===== src/rtl/bist_seq_pkg.sv =====
package bist_seq_pkg;

   localparam int NUM_TREGS = 3;

   typedef enum logic [1:0] {
      MODE_NORMAL = 2'b00,
      MODE_PRBS   = 2'b01,
      MODE_SIG    = 2'b10,
      MODE_SCAN   = 2'b11
   } treg_mode_e;

   typedef enum logic [2:0] {
      ST_IDLE,
      ST_SEED1,
      ST_GEN1,
      ST_SCAN1,
      ST_SEED2,
      ST_GEN2,
      ST_SCAN2,
      ST_DONE
   } seq_state_e;

   typedef struct packed {
      treg_mode_e mode;
      logic       clk_en;
      logic       seed;
   } treg_ctrl_t;

endpackage


===== src/rtl/bist_seq_counter.sv =====
module bist_seq_counter #(
   parameter int CW = 8
) (
   input  logic          clk,
   input  logic          rst_n,
   input  logic          load,
   input  logic [CW-1:0] load_val,
   output logic [CW-1:0] count,
   output logic          is_zero
);

   always_ff @(posedge clk or negedge rst_n) begin
      if (!rst_n)
         count <= '0;
      else if (load)
         count <= load_val;
      else if (count != '0)
         count <= count - CW'(1);
   end

   assign is_zero = (count == '0);

   AST_CNT_DOWN: assert property (@(posedge clk) disable iff (!rst_n)
      (!load && !is_zero) |=> (count == $past(count) - CW'(1)));

endmodule


===== src/rtl/bist_seq_fsm.sv =====
module bist_seq_fsm
   import bist_seq_pkg::*;
#(
   parameter int CNT_W = 8,
   parameter int SIG_W = 16,
   parameter int CW    = 8
) (
   input  logic             clk,
   input  logic             rst_n,
   input  logic             start,
   input  logic [CNT_W-1:0] pat_len,
   output seq_state_e       state,
   output logic             accept,
   output logic [CW-1:0]    count,
   output logic             scan_last
);

   seq_state_e       state_nx;
   logic [CNT_W-1:0] len_q;
   logic             ld;
   logic [CW-1:0]    ld_val;
   logic             cnt_zero;

   localparam logic [CW-1:0] SCAN_LOAD = CW'(SIG_W - 1);

   assign accept = (state == ST_IDLE) && start;

   always_ff @(posedge clk or negedge rst_n) begin
      if (!rst_n) begin
         state <= ST_IDLE;
         len_q <= '0;
      end else begin
         state <= state_nx;
         if (accept)
            len_q <= pat_len;
      end
   end

   always_comb begin
      state_nx = state;
      ld       = 1'b0;
      ld_val   = SCAN_LOAD;
      unique case (state)
         ST_IDLE:  if (start) state_nx = ST_SEED1;
         ST_SEED1, ST_SEED2: begin
            ld = 1'b1;
            if (len_q == '0) begin
               state_nx = (state == ST_SEED1) ? ST_SCAN1 : ST_SCAN2;
            end else begin
               ld_val   = CW'(len_q) - CW'(1);
               state_nx = (state == ST_SEED1) ? ST_GEN1 : ST_GEN2;
            end
         end
         ST_GEN1, ST_GEN2: begin
            if (cnt_zero) begin
               ld       = 1'b1;
               state_nx = (state == ST_GEN1) ? ST_SCAN1 : ST_SCAN2;
            end
         end
         ST_SCAN1: if (cnt_zero) state_nx = ST_SEED2;
         ST_SCAN2: if (cnt_zero) state_nx = ST_DONE;
         ST_DONE:  state_nx = ST_IDLE;
         default:  state_nx = ST_IDLE;
      endcase
   end

   bist_seq_counter #(.CW(CW)) i_counter (
      .clk      (clk),
      .rst_n    (rst_n),
      .load     (ld),
      .load_val (ld_val),
      .count    (count),
      .is_zero  (cnt_zero)
   );

   assign scan_last = ((state == ST_SCAN1) || (state == ST_SCAN2)) && cnt_zero;

   AST_START_LOCKOUT: assert property (@(posedge clk) disable iff (!rst_n)
      (state != ST_IDLE && state != ST_DONE) |=> (state != ST_IDLE));
   AST_SEED_SINGLE: assert property (@(posedge clk) disable iff (!rst_n)
      (state == ST_SEED1 || state == ST_SEED2) |=> !(state == ST_SEED1 || state == ST_SEED2));
   AST_DONE_TO_IDLE: assert property (@(posedge clk) disable iff (!rst_n)
      (state == ST_DONE) |=> (state == ST_IDLE));

endmodule


===== src/rtl/bist_seq_decode.sv =====
module bist_seq_decode
   import bist_seq_pkg::*;
(
   input  logic       clk,
   input  logic       rst_n,
   input  seq_state_e state,
   output treg_ctrl_t ctrl [NUM_TREGS]
);

   logic in_scan;
   logic in_seed;
   logic in_gen;
   logic phase_b;

   assign in_scan = (state == ST_SCAN1) || (state == ST_SCAN2);
   assign in_seed = (state == ST_SEED1) || (state == ST_SEED2);
   assign in_gen  = (state == ST_GEN1)  || (state == ST_GEN2);
   assign phase_b = (state == ST_SEED2) || (state == ST_GEN2);

   for (genvar gi = 0; gi < NUM_TREGS; gi++) begin : g_treg
      logic is_src;
      logic is_sink;
      assign is_src  = phase_b ? (gi == 1) : (gi == 0);
      assign is_sink = phase_b ? (gi == 2) : (gi == 1);

      always_comb begin
         ctrl[gi] = '{mode: MODE_NORMAL, clk_en: 1'b0, seed: 1'b0};
         if (in_scan) begin
            ctrl[gi].mode   = MODE_SCAN;
            ctrl[gi].clk_en = 1'b1;
         end else if ((in_seed || in_gen) && (is_src || is_sink)) begin
            ctrl[gi].mode   = is_src ? MODE_PRBS : MODE_SIG;
            ctrl[gi].clk_en = in_gen;
            ctrl[gi].seed   = in_seed;
         end
      end
   end

   AST_ONE_SOURCE: assert property (@(posedge clk) disable iff (!rst_n)
      $onehot0({ctrl[0].mode == MODE_PRBS, ctrl[1].mode == MODE_PRBS,
                ctrl[2].mode == MODE_PRBS}));
   AST_SEED_NO_EN: assert property (@(posedge clk) disable iff (!rst_n)
      (ctrl[0].seed || ctrl[1].seed || ctrl[2].seed)
      |-> !(ctrl[0].clk_en || ctrl[1].clk_en || ctrl[2].clk_en));

endmodule


===== src/rtl/bist_seq_compare.sv =====
module bist_seq_compare #(
   parameter int SIG_W     = 16,
   parameter int CW        = 8,
   parameter bit MSB_FIRST = 1'b1
) (
   input  logic             clk,
   input  logic             rst_n,
   input  logic             clear,
   input  logic             scan_valid,
   input  logic             scan_last,
   input  logic             phase_b,
   input  logic [CW-1:0]    idx,
   input  logic [SIG_W-1:0] ref_a,
   input  logic [SIG_W-1:0] ref_b,
   input  logic             scan_bit,
   output logic             pass_a,
   output logic             pass_b
);

   logic [SIG_W-1:0] ref_sel;
   logic             ref_bit;
   logic             miss_now;
   logic             err_q;

   assign ref_sel = phase_b ? ref_b : ref_a;

   if (MSB_FIRST) begin : g_msb_first
      always_comb begin
         ref_bit = 1'b0;
         for (int b = 0; b < SIG_W; b++)
            if (CW'(b) == idx) ref_bit = ref_sel[b];
      end
   end else begin : g_lsb_first
      always_comb begin
         ref_bit = 1'b0;
         for (int b = 0; b < SIG_W; b++)
            if (CW'(SIG_W - 1 - b) == idx) ref_bit = ref_sel[b];
      end
   end

   assign miss_now = scan_valid && (scan_bit != ref_bit);

   always_ff @(posedge clk or negedge rst_n) begin
      if (!rst_n) begin
         err_q  <= 1'b0;
         pass_a <= 1'b0;
         pass_b <= 1'b0;
      end else if (clear) begin
         err_q  <= 1'b0;
         pass_a <= 1'b0;
         pass_b <= 1'b0;
      end else if (scan_last) begin
         err_q <= 1'b0;
         if (phase_b) pass_b <= !(err_q || miss_now);
         else         pass_a <= !(err_q || miss_now);
      end else if (miss_now) begin
         err_q <= 1'b1;
      end
   end

   AST_IDX_RANGE: assert property (@(posedge clk) disable iff (!rst_n)
      scan_valid |-> (idx < CW'(SIG_W)));
   AST_FLAG_HOLD: assert property (@(posedge clk) disable iff (!rst_n)
      (!scan_last && !clear) |=> $stable({pass_a, pass_b}));

endmodule


===== src/rtl/bist_sequencer.sv =====
module bist_sequencer
   import bist_seq_pkg::*;
#(
   parameter int CNT_W     = 8,
   parameter int SIG_W     = 16,
   parameter bit MSB_FIRST = 1'b1
) (
   input  logic             clk,
   input  logic             rst_n,
   input  logic             start,
   input  logic [CNT_W-1:0] pat_len,
   input  logic [SIG_W-1:0] sig_ref_a,
   input  logic [SIG_W-1:0] sig_ref_b,
   input  logic             scan_bit,
   output logic [1:0]       hd_mode,
   output logic [1:0]       md_mode,
   output logic [1:0]       tl_mode,
   output logic             hd_en,
   output logic             md_en,
   output logic             tl_en,
   output logic             hd_seed,
   output logic             md_seed,
   output logic             tl_seed,
   output logic             done,
   output logic             pass_a,
   output logic             pass_b
);

   localparam int IDX_W = $clog2(SIG_W);
   localparam int CW    = (CNT_W > IDX_W + 1) ? CNT_W : IDX_W + 1;

   if (SIG_W < 2) begin : g_bad_sig_w
      $error("bist_sequencer: SIG_W must be at least 2");
   end
   if (CNT_W < 1) begin : g_bad_cnt_w
      $error("bist_sequencer: CNT_W must be at least 1");
   end

   seq_state_e    state;
   logic          accept;
   logic [CW-1:0] count;
   logic          scan_last;
   logic          scan_valid;
   logic          in_phase_b;
   treg_ctrl_t    ctrl [NUM_TREGS];

   bist_seq_fsm #(.CNT_W(CNT_W), .SIG_W(SIG_W), .CW(CW)) i_fsm (
      .clk       (clk),
      .rst_n     (rst_n),
      .start     (start),
      .pat_len   (pat_len),
      .state     (state),
      .accept    (accept),
      .count     (count),
      .scan_last (scan_last)
   );

   bist_seq_decode i_decode (
      .clk   (clk),
      .rst_n (rst_n),
      .state (state),
      .ctrl  (ctrl)
   );

   assign scan_valid = (state == ST_SCAN1) || (state == ST_SCAN2);
   assign in_phase_b = (state == ST_SCAN2);

   bist_seq_compare #(.SIG_W(SIG_W), .CW(CW), .MSB_FIRST(MSB_FIRST)) i_compare (
      .clk        (clk),
      .rst_n      (rst_n),
      .clear      (accept),
      .scan_valid (scan_valid),
      .scan_last  (scan_last),
      .phase_b    (in_phase_b),
      .idx        (count),
      .ref_a      (sig_ref_a),
      .ref_b      (sig_ref_b),
      .scan_bit   (scan_bit),
      .pass_a     (pass_a),
      .pass_b     (pass_b)
   );

   always_ff @(posedge clk or negedge rst_n) begin
      if (!rst_n)
         done <= 1'b0;
      else if (accept)
         done <= 1'b0;
      else if (scan_last && in_phase_b)
         done <= 1'b1;
   end

   assign hd_mode = ctrl[0].mode;
   assign md_mode = ctrl[1].mode;
   assign tl_mode = ctrl[2].mode;
   assign hd_en   = ctrl[0].clk_en;
   assign md_en   = ctrl[1].clk_en;
   assign tl_en   = ctrl[2].clk_en;
   assign hd_seed = ctrl[0].seed;
   assign md_seed = ctrl[1].seed;
   assign tl_seed = ctrl[2].seed;

   AST_DONE_HOLD: assert property (@(posedge clk) disable iff (!rst_n)
      (done && !start) |=> done);
   AST_DONE_CLEAR: assert property (@(posedge clk) disable iff (!rst_n)
      (done && start && state == ST_IDLE) |=> !done);
   AST_SCAN_ALL: assert property (@(posedge clk) disable iff (!rst_n)
      (hd_mode == 2'b11) |-> (md_mode == 2'b11 && tl_mode == 2'b11 && hd_en && md_en && tl_en));

endmodule


===== config.mk =====
export PLATFORM = sky130hd
export DESIGN_NAME = bist_sequencer
export DESIGN_NICKNAME = d
export VERILOG_FILES = /design/src/rtl/bist_seq_pkg.sv /design/src/rtl/bist_seq_counter.sv /design/src/rtl/bist_seq_fsm.sv /design/src/rtl/bist_seq_decode.sv /design/src/rtl/bist_seq_compare.sv /design/src/rtl/bist_sequencer.sv
export SDC_FILE = /design/constraint.sdc
export NUM_CORES = 1
export LEC_CHECK = 0
export ABC_AREA = 0
export BUFFER_PORTS_ARGS = -buffer_cell sky130_fd_sc_hd__buf_4
export CORE_MARGIN = 4
export CORE_UTILIZATION = 48
export CTS_CLUSTER_DIAMETER = 80
export DETAILED_ROUTE_END_ITERATION = 7
export PLACE_DENSITY = 0.82
export SLEW_MARGIN = 30
export SYNTH_ARGS = -nofsm -noshare
export SYNTH_HDL_FRONTEND = slang
export SYNTH_HIERARCHICAL = 1
export SYNTH_SLANG_ARGS = --single-unit

===== constraint.sdc =====
create_clock -name clk -period 2.34 [get_ports clk]
set_input_delay 0.468 -clock clk [delete_from_list [all_inputs] [get_ports clk]]
set_output_delay 0.468 -clock clk [all_outputs]
set_load 0.005 [all_outputs]

; Word-level counts from Yosys, hierarchy flattened
; Cells that the tools add are included.
[op_classes]
add_sub_neg = 2
eq_ne = 28
muxes = 56
reduce_logical = 29
[ops]
columns = op, n
row1 = $eq 4x8->1 const A, 8
row2 = $mux 1, 33
row3 = $mux 3, 11
row4 = $eq 3x8->1 const A, 4
row5 = $mux 8, 4
row6 = $pmux 3 s6, 1
row7 = $eq 2x8->1 const A, 2
row8 = $logic_not 8->1, 2
row9 = $mux 16, 1
row10 = $sub 8x1->8 const B, 2
row11 = $eq 3x3->1 const B, 4
row12 = $mux 4, 3
row13 = $eq 1x8->1 const A, 1
row14 = $reduce_bool 2->1, 4
row15 = $reduce_bool 8->1, 1
row16 = $logic_and 1x1->1, 7
row17 = $logic_or 1x1->1, 7
row18 = $eq 3x2->1 const B, 2
row19 = $ne 2x2->1 const B, 3
row20 = $mux 2, 2
row21 = $ne 2x1->1 const B, 2
row22 = $reduce_and 2->1, 2
row23 = $reduce_and 4->1, 1
row24 = $reduce_or 2->1, 2
row25 = 6 further kinds, 6
[word_totals]
reg_bits = 23
input_bits = 44
out_inout_bits = 15
elab_cells = 122

; Depth between registers and ports, before layout
; Gate-level depths: netlist of the first run.
[logic_depth]
ltp_word = 25
ltp_mapped = 11
ltp_nobuf = 10

; Modules after synthesis
; The synthesis of the first run kept the hierarchy.
[modules_own_cells]
columns = module, instances, cells_per_inst, area_each_um2, seq_area_each_um2
row1 = bist_seq_fsm, 1, 81, 784.5, 275.3
row2 = bist_seq_compare, 1, 77, 653.1, 75.1
row3 = bist_seq_counter, 1, 54, 476.7, 200.2
row4 = bist_seq_decode, 1, 18, 118.9, 0.0
row5 = bist_sequencer, 1, 7, 67.6, 25.0

; Worst setup path before layout of the first run
; OpenSTA, ideal clock, no wires.
[synth_timing]
path_kind = flip-flop to flip-flop
startpoint = register i_fsm.i_counter.count[0]
endpoint = register i_fsm.i_counter.count[4]
setup_time_ns = 0.079
arrival_time_ns = 2.455
required_ns = 2.261
slack_ns = -0.194
path_stages_with_launch = 11
path_buffers = 2
synth_period_minus_slack_ns = 2.534
cell_sequence = dfrtp_1 -> inv_1 -> ha_1 -> or3b_1 -> clkbuf_2 -> nor2_1 -> nand2_1 -> o32ai_1 -> dlygate4sd1_1 -> a21oi_1 -> a2bb2oi_1
[synth_via]
elab_chain_len = 4
word_cells_on_any_way = 8
classes_between = add/sub (1) / mux (4) / reduce/logical (3)
[synth_lines]
columns = item, line
row1 = "start, declared", bist_seq_counter.sv:8  ; output logic [CW-1:0] count,
row2 = "start signal, assigned", bist_seq_counter.sv:16  ; count <= load_val;
row3 = "start signal, assigned", bist_seq_counter.sv:18  ; count <= count - CW'(1);
row4 = $logic_not 8->1 *, bist_seq_counter.sv:21  ; assign is_zero = (count == '0);
row5 = via i_fsm.cnt_zero, bist_seq_fsm.sv:22  ; logic cnt_zero;
row6 = $mux 1 *, bist_seq_fsm.sv:55  ; if (cnt_zero) begin
row7 = $pmux 1 s2 *, bist_seq_fsm.sv:43  ; unique case (state)
row8 = via i_fsm.ld, bist_seq_fsm.sv:20  ; logic ld;
row9 = $mux 8 / $reduce_bool 2->1 (equally long branches), --
; Mark *: on every way through the listed nets, which the timed path passes. The rest lies on a longest branch. The select of a mux whose other input is x is not followed.
; A chain may end at the register's enable or synchronous reset.

; Final worst setup path of the first run
[layout_timing]
startpoint = register i_fsm.state[0]
endpoint = register i_compare.err_q
[layout_via]
elab_chain_len = 21
word_cells_on_any_way = 28
classes_between = eq/ne (3) / mux (19) / reduce/logical (6)
[layout_lines]
columns = item, line
row1 = "start, declared", bist_seq_fsm.sv:12  ; output seq_state_e state,
row2 = "start signal, assigned", bist_seq_fsm.sv:33  ; state <= state_nx;
row3 = $eq 3x3->1 *, bist_sequencer.sv:66  ; assign in_phase_b = (state == ST_SCAN2);
row4 = via in_phase_b, bist_sequencer.sv:44  ; logic in_phase_b;
row5 = $mux 16, bist_seq_compare.sv:25  ; assign ref_sel = phase_b ? ref_b : ref_a;
row6 = $mux 1 (16 in a row), bist_seq_compare.sv:31  ; if (CW'(b) == idx) ref_bit = ref_sel[b];
row7 = $ne 1x1->1, bist_seq_compare.sv:41  ; assign miss_now = scan_valid && (scan_bit != ref_bit);
row8 = $logic_and 1x1->1, bist_seq_compare.sv:41
row9 = $reduce_bool 3->1 (no line), --
row10 = "end signal, assigned", bist_seq_compare.sv:45  ; err_q <= 1'b0;
row11 = "end signal, assigned", bist_seq_compare.sv:49  ; err_q <= 1'b0;
row12 = "end signal, assigned", bist_seq_compare.sv:53  ; err_q <= 1'b0;
row13 = "end, declared", bist_seq_compare.sv:23  ; logic err_q;
; Mark *: on every way through the listed nets, which the timed path passes. The rest lies on a longest branch.

==> impl_summary.txt, run 1 <==
----------------------------------------------------
[Final layout]
  Share of post-route cells with drive strength above 1 ... 39.8%
  Final net count ... 358
  Utilization after layout ... 68.9%
  Antenna diodes ... 0
  Synth-to-Final Area Change ... 34.9%

[CTS]
  CTS clk-pin slew, worst paths ... 0.08 ns
  Cell at the root of the clock tree ... sky130_fd_sc_hd__clkbuf_8
  Depth of the CTS H-tree ... 1
  CTS buffer count ... 3
  Clk buf depth ... 2
  TritonCTS clock tree ... done
  Number of sinks on the clock net ... 23
  Post-CTS Hold Buffers ... 0
  Clock insertion delay at the later pin of the skew report ... 0.26 ns

[Critical path]
  Critical path required time ... 2.49 ns
  Nature of the critical path endpoint ... register
  Crit path max fanout ... 5
  Worst setup path class ... register to register
  CP Data Arrival Time ... 2.53 ns
  Sort of element at the start of the critical path ... register

[Detailed routing]
  Final antenna-violating net count ... 0
  Drt first pass iters ... 4
  Number of DRC violations after detailed routing ... 0
  Vias/cell ... 5.83
  Number of vias after detailed routing ... 2093
  Iter 0 DRT Violations ... 117
  Routed length per placed instance ... 15.0 µm
  Total Wirelength ... 5390 µm

[STA]
  Worst slew margin ... 60.4%
  Slack of the critical path ... -0.0308 ns
  Max Clk Rate ... 422 MHz
  Max-slew violation count ... 0
  Setup violations, final ... 1
  Portion of the clock cycle consumed by the worst path in the final layout ... 101%
  Worst-margin pin slew ... 0.592 ns
  Clock Skews ... 0.00273 ns
  Final hold violations ... 0
  Min Tclk post-route ... 2.37 ns
  RSZ-0062 raised after global routing ... yes

[Place]
  Count of buffers inserted at the top-level ports ... 58
  DP Wirelength ... 3980 µm
  Placer Congestion ... 0.877

[Power]
  PnR Total Power ... 3.24 mW
  IR Drop Worst-Case VDD ... 0.000650 V
  Cell leakage power ... 1.17 nW
  Cell area power density ... 1140 nW/µm²

[GRT]
  Initial antenna violation count ... 0
  Total overflow reported by the global router ... 0
  Total routing resource utilization after global routing ... 19.6%
  Via count of the first global-routing pass ... 1912
  Maximum number of pins on one net before global-route repair ... 24
  First-pass GRT wire length ... 8670 µm

[Run status]
  Result of the run ... complete, but fails checks
  Violations in the final reports ... setup timing

[Synth]
  Total standard cell area after synthesis ... 2100 µm²
  Average footprint of a synthesized cell ... 8.86 µm²
  Number of enable flip-flop cells after synthesis ... 0
  Syn_nets ... 285
  Synth Flop Type ... sky130_fd_sc_hd__dfrtp_1
  Async set or reset register ratio after synthesis ... 100%
  Number of warning messages in the yosys log ... 6
  Post-synth cell types ... 60
  Register bit total from synthesis ... 23
  Cell count after synthesis ... 237
  Post-synthesis sequential area ratio ... 27.4%

[Flow run]
  Count of max-cap constraint violations ... 0

[Min path]
  Path class of the lowest-slack min-delay path ... input port to asynchronous set/reset pin

[Floorplan]
  Die footprint ... 5500 µm²
  Row cnt ... 23
  Die width ... 74.2 µm
  Placeable core region ... 4120 µm²
  Starting Density ... 51.0%
  Chip Height ... 74.2 µm
  Number of ports placed on the die boundary ... 59

----------------------------------------------------
where the power goes:
part	internal (mW)	switching [mW]	leakage (nW)	total, mW
clock network	0.121	0.118	0.0228	0.239
registers	0.577	0.177	0.280	0.754
logic	1.11	1.14	0.867	2.25
total	1.81	1.44	1.17	3.24
per-stage QoR:
step	cell area, µm²	hold slack [ns]	TNS [ns]	worst slack, ns	instances
after floorplan	2120	0.172	0	0.0130	237
after global placement	2640	0.376	-0.0263	-0.0170	347
after detailed placement	2640	0.378	-0.191	-0.0762	347
after CTS	2720	0.0939	-0.00578	-0.00578	352
after global routing	2830	0.0955	-0.271	-0.118	359
final	2830	0.0902	-0.0308	-0.0308	359
flip-flops by register name (all words and copies together) (netlist names):
name / cells
i_compare/pass_b: 1
done: 1
i_fsm/i_counter/count: 8
i_fsm/state: 3
i_compare/err_q: 1
i_fsm/len_q: 8
i_compare/pass_a: 1
repair_timing:
action	in CTS	in global routing
resized for setup	6	12
pin swaps	2	11
setup endpoints to repair	5	8
hold endpoints to repair	0	0
setup buffers	0	7
gates cloned	1	0
layout by cell type (no fill, tap or decap), types with 2 or more instances in the layout:
cell                        count
sky130_fd_sc_hd__buf_4         82
sky130_fd_sc_hd__dfrtp_1       23
sky130_fd_sc_hd__nand2_1       23
sky130_fd_sc_hd__nor2_1        15
sky130_fd_sc_hd__mux2i_1       13
sky130_fd_sc_hd__a21oi_1       12
sky130_fd_sc_hd__inv_1          9
sky130_fd_sc_hd__mux2_2         9
sky130_fd_sc_hd__nor3_1         7
sky130_fd_sc_hd__xnor2_1        7
sky130_fd_sc_hd__nand2b_1       6
sky130_fd_sc_hd__o31ai_1        6
sky130_fd_sc_hd__mux4_2         5
sky130_fd_sc_hd__o21ai_0        5
sky130_fd_sc_hd__or3_1          4
sky130_fd_sc_hd__nand3b_1       4
sky130_fd_sc_hd__nand3_1        4
sky130_fd_sc_hd__nor4_1         4
sky130_fd_sc_hd__ha_1           4
sky130_fd_sc_hd__nand4b_1       3
sky130_fd_sc_hd__clkbuf_8       3
sky130_fd_sc_hd__nor2b_1        3
sky130_fd_sc_hd__nor4b_1        3
sky130_fd_sc_hd__buf_6          3
sky130_fd_sc_hd__nor3b_1        3
sky130_fd_sc_hd__or4_1          3
sky130_fd_sc_hd__and2_1         2
sky130_fd_sc_hd__nor3_4         2
sky130_fd_sc_hd__o211ai_1       2
sky130_fd_sc_hd__o21a_1         2
sky130_fd_sc_hd__nand4_1        2
sky130_fd_sc_hd__a311oi_2       2
sky130_fd_sc_hd__o21ai_1        2
sky130_fd_sc_hd__a2bb2oi_1      2
final timing paths:
check / cells past startpoint / slack (ns) / to / from
worst min-delay path: 1 / 0.09 / i_fsm/i_counter/count[7] / rst_n
max in group asynchronous: 1 / 2.03 / i_fsm/i_counter/count[5] / rst_n
worst min register to register: 1 / 0.50 / i_compare/err_q / i_compare/err_q
worst max-delay path: 8 / -0.03 / i_compare/err_q / i_fsm/state[0]
worst max register to register: 8 / -0.03 / i_compare/err_q / i_fsm/state[0]
min in group clk: 2 / 0.44 / i_fsm/len_q[1] / pat_len[1]
worst max-delay path, cell delays in order, from the launching register on:
cell and delay (ns):
sky130_fd_sc_hd__dfrtp_1 0.40, sky130_fd_sc_hd__and3b_4 0.38, sky130_fd_sc_hd__buf_6 0.12, sky130_fd_sc_hd__mux4_2 0.52, sky130_fd_sc_hd__nor3_4 0.21, sky130_fd_sc_hd__o311ai_4 0.11, sky130_fd_sc_hd__a211oi_2 0.25, sky130_fd_sc_hd__a311oi_2 0.08
sky130_fd_sc_hd__o21a_1 0.19
Yosys cell counts (5+ instances only):
cell type | count | area share, %
sky130_fd_sc_hd__a21oi_1 | 12 | 2.9
sky130_fd_sc_hd__buf_2 | 7 | 1.7
sky130_fd_sc_hd__dfrtp_1 | 23 | 27
sky130_fd_sc_hd__inv_1 | 10 | 1.8
sky130_fd_sc_hd__mux2_2 | 9 | 4.8
sky130_fd_sc_hd__mux2i_1 | 13 | 6.2
sky130_fd_sc_hd__mux4_2 | 5 | 5.4
sky130_fd_sc_hd__nand2_1 | 23 | 4.1
sky130_fd_sc_hd__nand2b_1 | 6 | 1.8
sky130_fd_sc_hd__nor2_1 | 16 | 2.9
sky130_fd_sc_hd__nor3_1 | 8 | 1.9
sky130_fd_sc_hd__o21ai_0 | 5 | 1.2
sky130_fd_sc_hd__o31ai_1 | 6 | 2.1
sky130_fd_sc_hd__xnor2_1 | 7 | 2.9
routing by layer:
metal / track usage (%) / vias up / routed length [µm]
met5: 0 / - / 0
li1: - / 1025 / -
met2: 34.9 / 81 / 2660
met3: 3.51 / 10 / 393
met1: 24.9 / 977 / 2220
met4: 3.82 / 0 / 114
cells by family after synthesis:
group | count (synthesis) | share of synthesized area, %
AND/OR/NAND/NOR | 98 | 26.7
multiplexers | 27 | 16.4
buffers and inverters | 28 | 7.50
XOR/XNOR | 8 | 3.34
AO/OA/AOI/OAI | 49 | 16.3
flip-flops | 23 | 27.4
adder cells (fa/ha/maj) | 4 | 2.38
final cells by class:
| class | count | area [µm²] |
|---|---|---|
| Timing Repair Buffer | 85 | 649 |
| Tap cell | 50 | 62.6 |
| Fill cell | 326 | 1280 |
| Clock buffer | 4 | 45.0 |
| Multi-Input combinational cell | 187 | 1460 |
| Inverter | 10 | 37.5 |
| Sequential cell | 23 | 576 |
Note: power is estimated with default switching activity, not from simulation.
==> run 2, diff against run 1 <==
--- a/config.mk
+++ b/config.mk
@@ -12,6 +12,7 @@
 export CTS_CLUSTER_DIAMETER = 80
 export DETAILED_ROUTE_END_ITERATION = 7
 export PLACE_DENSITY = 0.82
+export RECOVER_POWER = 25
 export SLEW_MARGIN = 30
 export SYNTH_ARGS = -nofsm -noshare
 export SYNTH_HDL_FRONTEND = slang
==> run 2 against run 1 <==
  * The flow still finishes with violations (setup timing)
  * Sequential power about the same
  * Sequential cell count unchanged
  * Register-to-register slack about the same
  * First-iteration DRC count unchanged
  * Clock power about the same
  * Global-route usage unchanged
  * Utilization decreased by 0.091 points
  * Via count decreased by 0.48%
  * Worst hold slack improved by 0.35 ns
  * Power about the same
  * Critical path depth unchanged
  * Die area unchanged
==> impl_summary.txt, run 2 (synthesized netlist as in run 1, its figures left out) <==
----------------------------------------------------
[Power]
  Cell area power density ... 1150 nW/µm² (was 1140 nW/µm²)
  Internal Dissipation ... 1.81 mW (about the same)
  IR Drop Worst-Case VDD ... 0.000650 V (about the same)
  PnR Total Power ... 3.24 mW (about the same)
  Switching fraction of total power ... 44.3% (about the same)
  Cell leakage power ... 1.17 nW (about the same)
  Combinational group share of total power ... 69.4% (about the same)
  Sequential power share ... 23.3% (was 23.2%)
  Clock Power Share ... 7.4% (about the same)
  Reported net switching power ... 1.44 mW (about the same)

[Critical path]
  Number of buffers and inverters on the critical path ... 1 (unchanged)
  Worst setup path class ... register to register (unchanged)
  Critical path required time ... 2.49 ns (about the same)
  CP Data Arrival Time ... 2.53 ns (about the same)
  Nature of the critical path endpoint ... register (unchanged)
  Crit path max fanout ... 5 (unchanged)
  Family with the most delay on the worst path ... compound AO/OA/AOI/OAI gates (unchanged)
  Slowest-stage cell, CP ... sky130_fd_sc_hd__mux4_2 (unchanged)
  Crit path largest cell delay ... 0.52 ns (about the same)
  Sort of element at the start of the critical path ... register (unchanged)
  CP Cell Sequence ... and3b_4 > buf_6 > mux4_2 > nor3_4 > o311ai_4 > a211oi_2 > a311oi_2 > o21a_1 (unchanged)

[Detailed routing]
  Routed length per placed instance ... 15.0 µm (about the same)
  Final antenna-violating net count ... 0 (unchanged)
  Drt first pass iters ... 4 (unchanged)
  Number of vias after detailed routing ... 2083 (was 2093)
  Number of DRC violations after detailed routing ... 0 (unchanged)
  Total Wirelength ... 5400 µm (was 5390 µm)
  Iter 0 DRT Violations ... 117 (unchanged)
  Vias/cell ... 5.80 (was 5.83)

[Place]
  Placer Congestion ... 0.877 (unchanged)
  Instance area at placement ... 2640 µm² (unchanged)
  Placed insts ... 347 (unchanged)
  Count of buffers inserted at the top-level ports ... 58 (unchanged)
  Worst setup timing slack at the placement stage ... -0.0762 ns (unchanged)
  DP Wirelength ... 3980 µm (unchanged)

[CTS]
  Post-CTS Hold Buffers ... 0 (unchanged)
  CTS buffer count ... 3 (unchanged)
  TritonCTS clock tree ... done (unchanged)
  Clock insertion delay at the later pin of the skew report ... 0.26 ns (about the same)
  CTS clk-pin slew, worst paths ... 0.08 ns (about the same)
  Number of sinks on the clock net ... 23 (unchanged)
  Cell at the root of the clock tree ... sky130_fd_sc_hd__clkbuf_8 (unchanged)
  Clk buf depth ... 2 (unchanged)
  Depth of the CTS H-tree ... 1 (unchanged)

[Floorplan]
  Die width ... 74.2 µm (unchanged)
  Chip Height ... 74.2 µm (unchanged)
  Die footprint ... 5500 µm² (unchanged)
  Number of ports placed on the die boundary ... 59 (unchanged)
  Starting Density ... 51.0% (unchanged)
  Row cnt ... 23 (unchanged)
  Placeable core region ... 4120 µm² (unchanged)

[Final layout]
  Antenna diodes ... 0 (unchanged)
  Utilization after layout ... 68.8% (was 68.9%)
  Finished layout cell area ... 2830 µm² (about the same)
  Sequential cell area ... 576 µm² (unchanged)
  Final std cells w/o fill ... 359 (unchanged)
  Most common cell after layout, fill and taps aside ... sky130_fd_sc_hd__buf_4 (unchanged)
  Largest registers ... i_fsm/i_counter/count (8), i_fsm/len_q (8), i_fsm/state (3) (unchanged)
  Share of post-route cells with drive strength above 1 ... 39.5% (was 39.8%)
  Synth-to-Final Area Change ... 34.7% (was 34.9%)
  Area of the multi-input gates ... 1460 µm² (unchanged)
  Leading cell types in the layout, fill and taps excluded ... sky130_fd_sc_hd__buf_4 (81), sky130_fd_sc_hd__dfrtp_1 (23), sky130_fd_sc_hd__nand2_1 (23) (was sky130_fd_sc_hd__buf_4 (82), sky130_fd_sc_hd__dfrtp_1 (23), sky130_fd_sc_hd__nand2_1 (23))
  Number of fill cells in the layout ... 328 (was 326)
  Final net count ... 358 (unchanged)

[STA]
  Final hold violations ... 0 (unchanged)
  Worst slew margin ... 18.7% (was 60.4%)
  Max-slew violation count ... 0 (unchanged)
  Slack of the critical path ... -0.0308 ns (about the same)
  Final-layout setup total negative slack ... -0.0308 ns (about the same)
  Portion of the clock cycle consumed by the worst path in the final layout ... 101% (about the same)
  Max Clk Rate ... 422 MHz (about the same)
  Worst-margin pin slew ... 1.22 ns (was 0.592 ns)
  Min Tclk post-route ... 2.37 ns (about the same)
  Setup violations, final ... 1 (unchanged)
  Worst hold slack ... 0.438 ns (was 0.0902 ns)
  RSZ-0062 raised after global routing ... yes (unchanged)
  Clock Skews ... 0.00273 ns (about the same)

[Min path]
  Path class of the lowest-slack min-delay path ... input port to asynchronous set/reset pin (unchanged)

[GRT]
  Initial antenna violation count ... 0 (unchanged)
  First-pass GRT wire length ... 8670 µm (unchanged)
  Maximum number of pins on one net before global-route repair ... 24 (unchanged)
  Total overflow reported by the global router ... 0 (unchanged)
  Total routing resource utilization after global routing ... 19.6% (unchanged)
  Via count of the first global-routing pass ... 1912 (unchanged)

[Run status]
  Result of the run ... complete, but fails checks (unchanged)
  Violations in the final reports ... setup timing (unchanged)

[Flow run]
  Count of max-cap constraint violations ... 0 (unchanged)

----------------------------------------------------
[run 2: changes by cell type in the layout (fill, tap and decap cells not counted)]
cell / before / now
sky130_fd_sc_hd__buf_4: 82 / 81
sky130_fd_sc_hd__clkbuf_1: 1 / 2
[run 2: layout make-up]
type / instances / share of cell area, %
Inverter: 10 / 1.33
Tap cell: 50 / 2.21
Sequential cell: 23 / 20.3
Timing Repair Buffer: 85 / 22.8
Multi-Input combinational cell: 187 / 51.7
Clock buffer: 4 / 1.59
[run 2: metal layers]
metal	part of all wire, %	vias up	track usage [%]
met5	0	-	0
met4	1.7	0	3.82
met3	7.4	6	3.51
met2	50	83	34.9
met1	41	969	24.9
li1	-	1025	-
[run 2: timing repair]
| action | 4_1_cts | 5_1_grt |
|---|---|---|
| cloned | 1 | 0 |
| buffers inserted | 0 | 7 |
| gates resized for setup | 6 | 12 |
| endpoints found under the setup margin | 5 | 8 |
| pin swaps | 2 | 11 |
[run 2: power by group through the flow]
stage          Sequential [mW]  Clock [mW]  Combinational, mW
2_1_floorplan            0.782           0               1.43
3_3_place_gp             0.733           0               2.02
3_5_place_dp             0.741           0               2.06
4_1_cts                  0.746       0.250               2.11
5_1_grt                  0.781       0.266               2.49
6_report                 0.754       0.239               2.25
[run 2: worst paths after layout]
path                            startpoint                       end  slack (ns)  depth (start not counted)
min reg2reg                i_compare/err_q           i_compare/err_q        0.50                          1
max                         i_fsm/state[0]           i_compare/err_q       -0.03                          8
min                                  rst_n  i_fsm/i_counter/count[7]        0.44                          1
min in group clk                pat_len[1]            i_fsm/len_q[1]        0.44                          2
max in group asynchronous            rst_n  i_fsm/i_counter/count[5]        1.18                          1
max reg2reg                 i_fsm/state[0]           i_compare/err_q       -0.03                          8
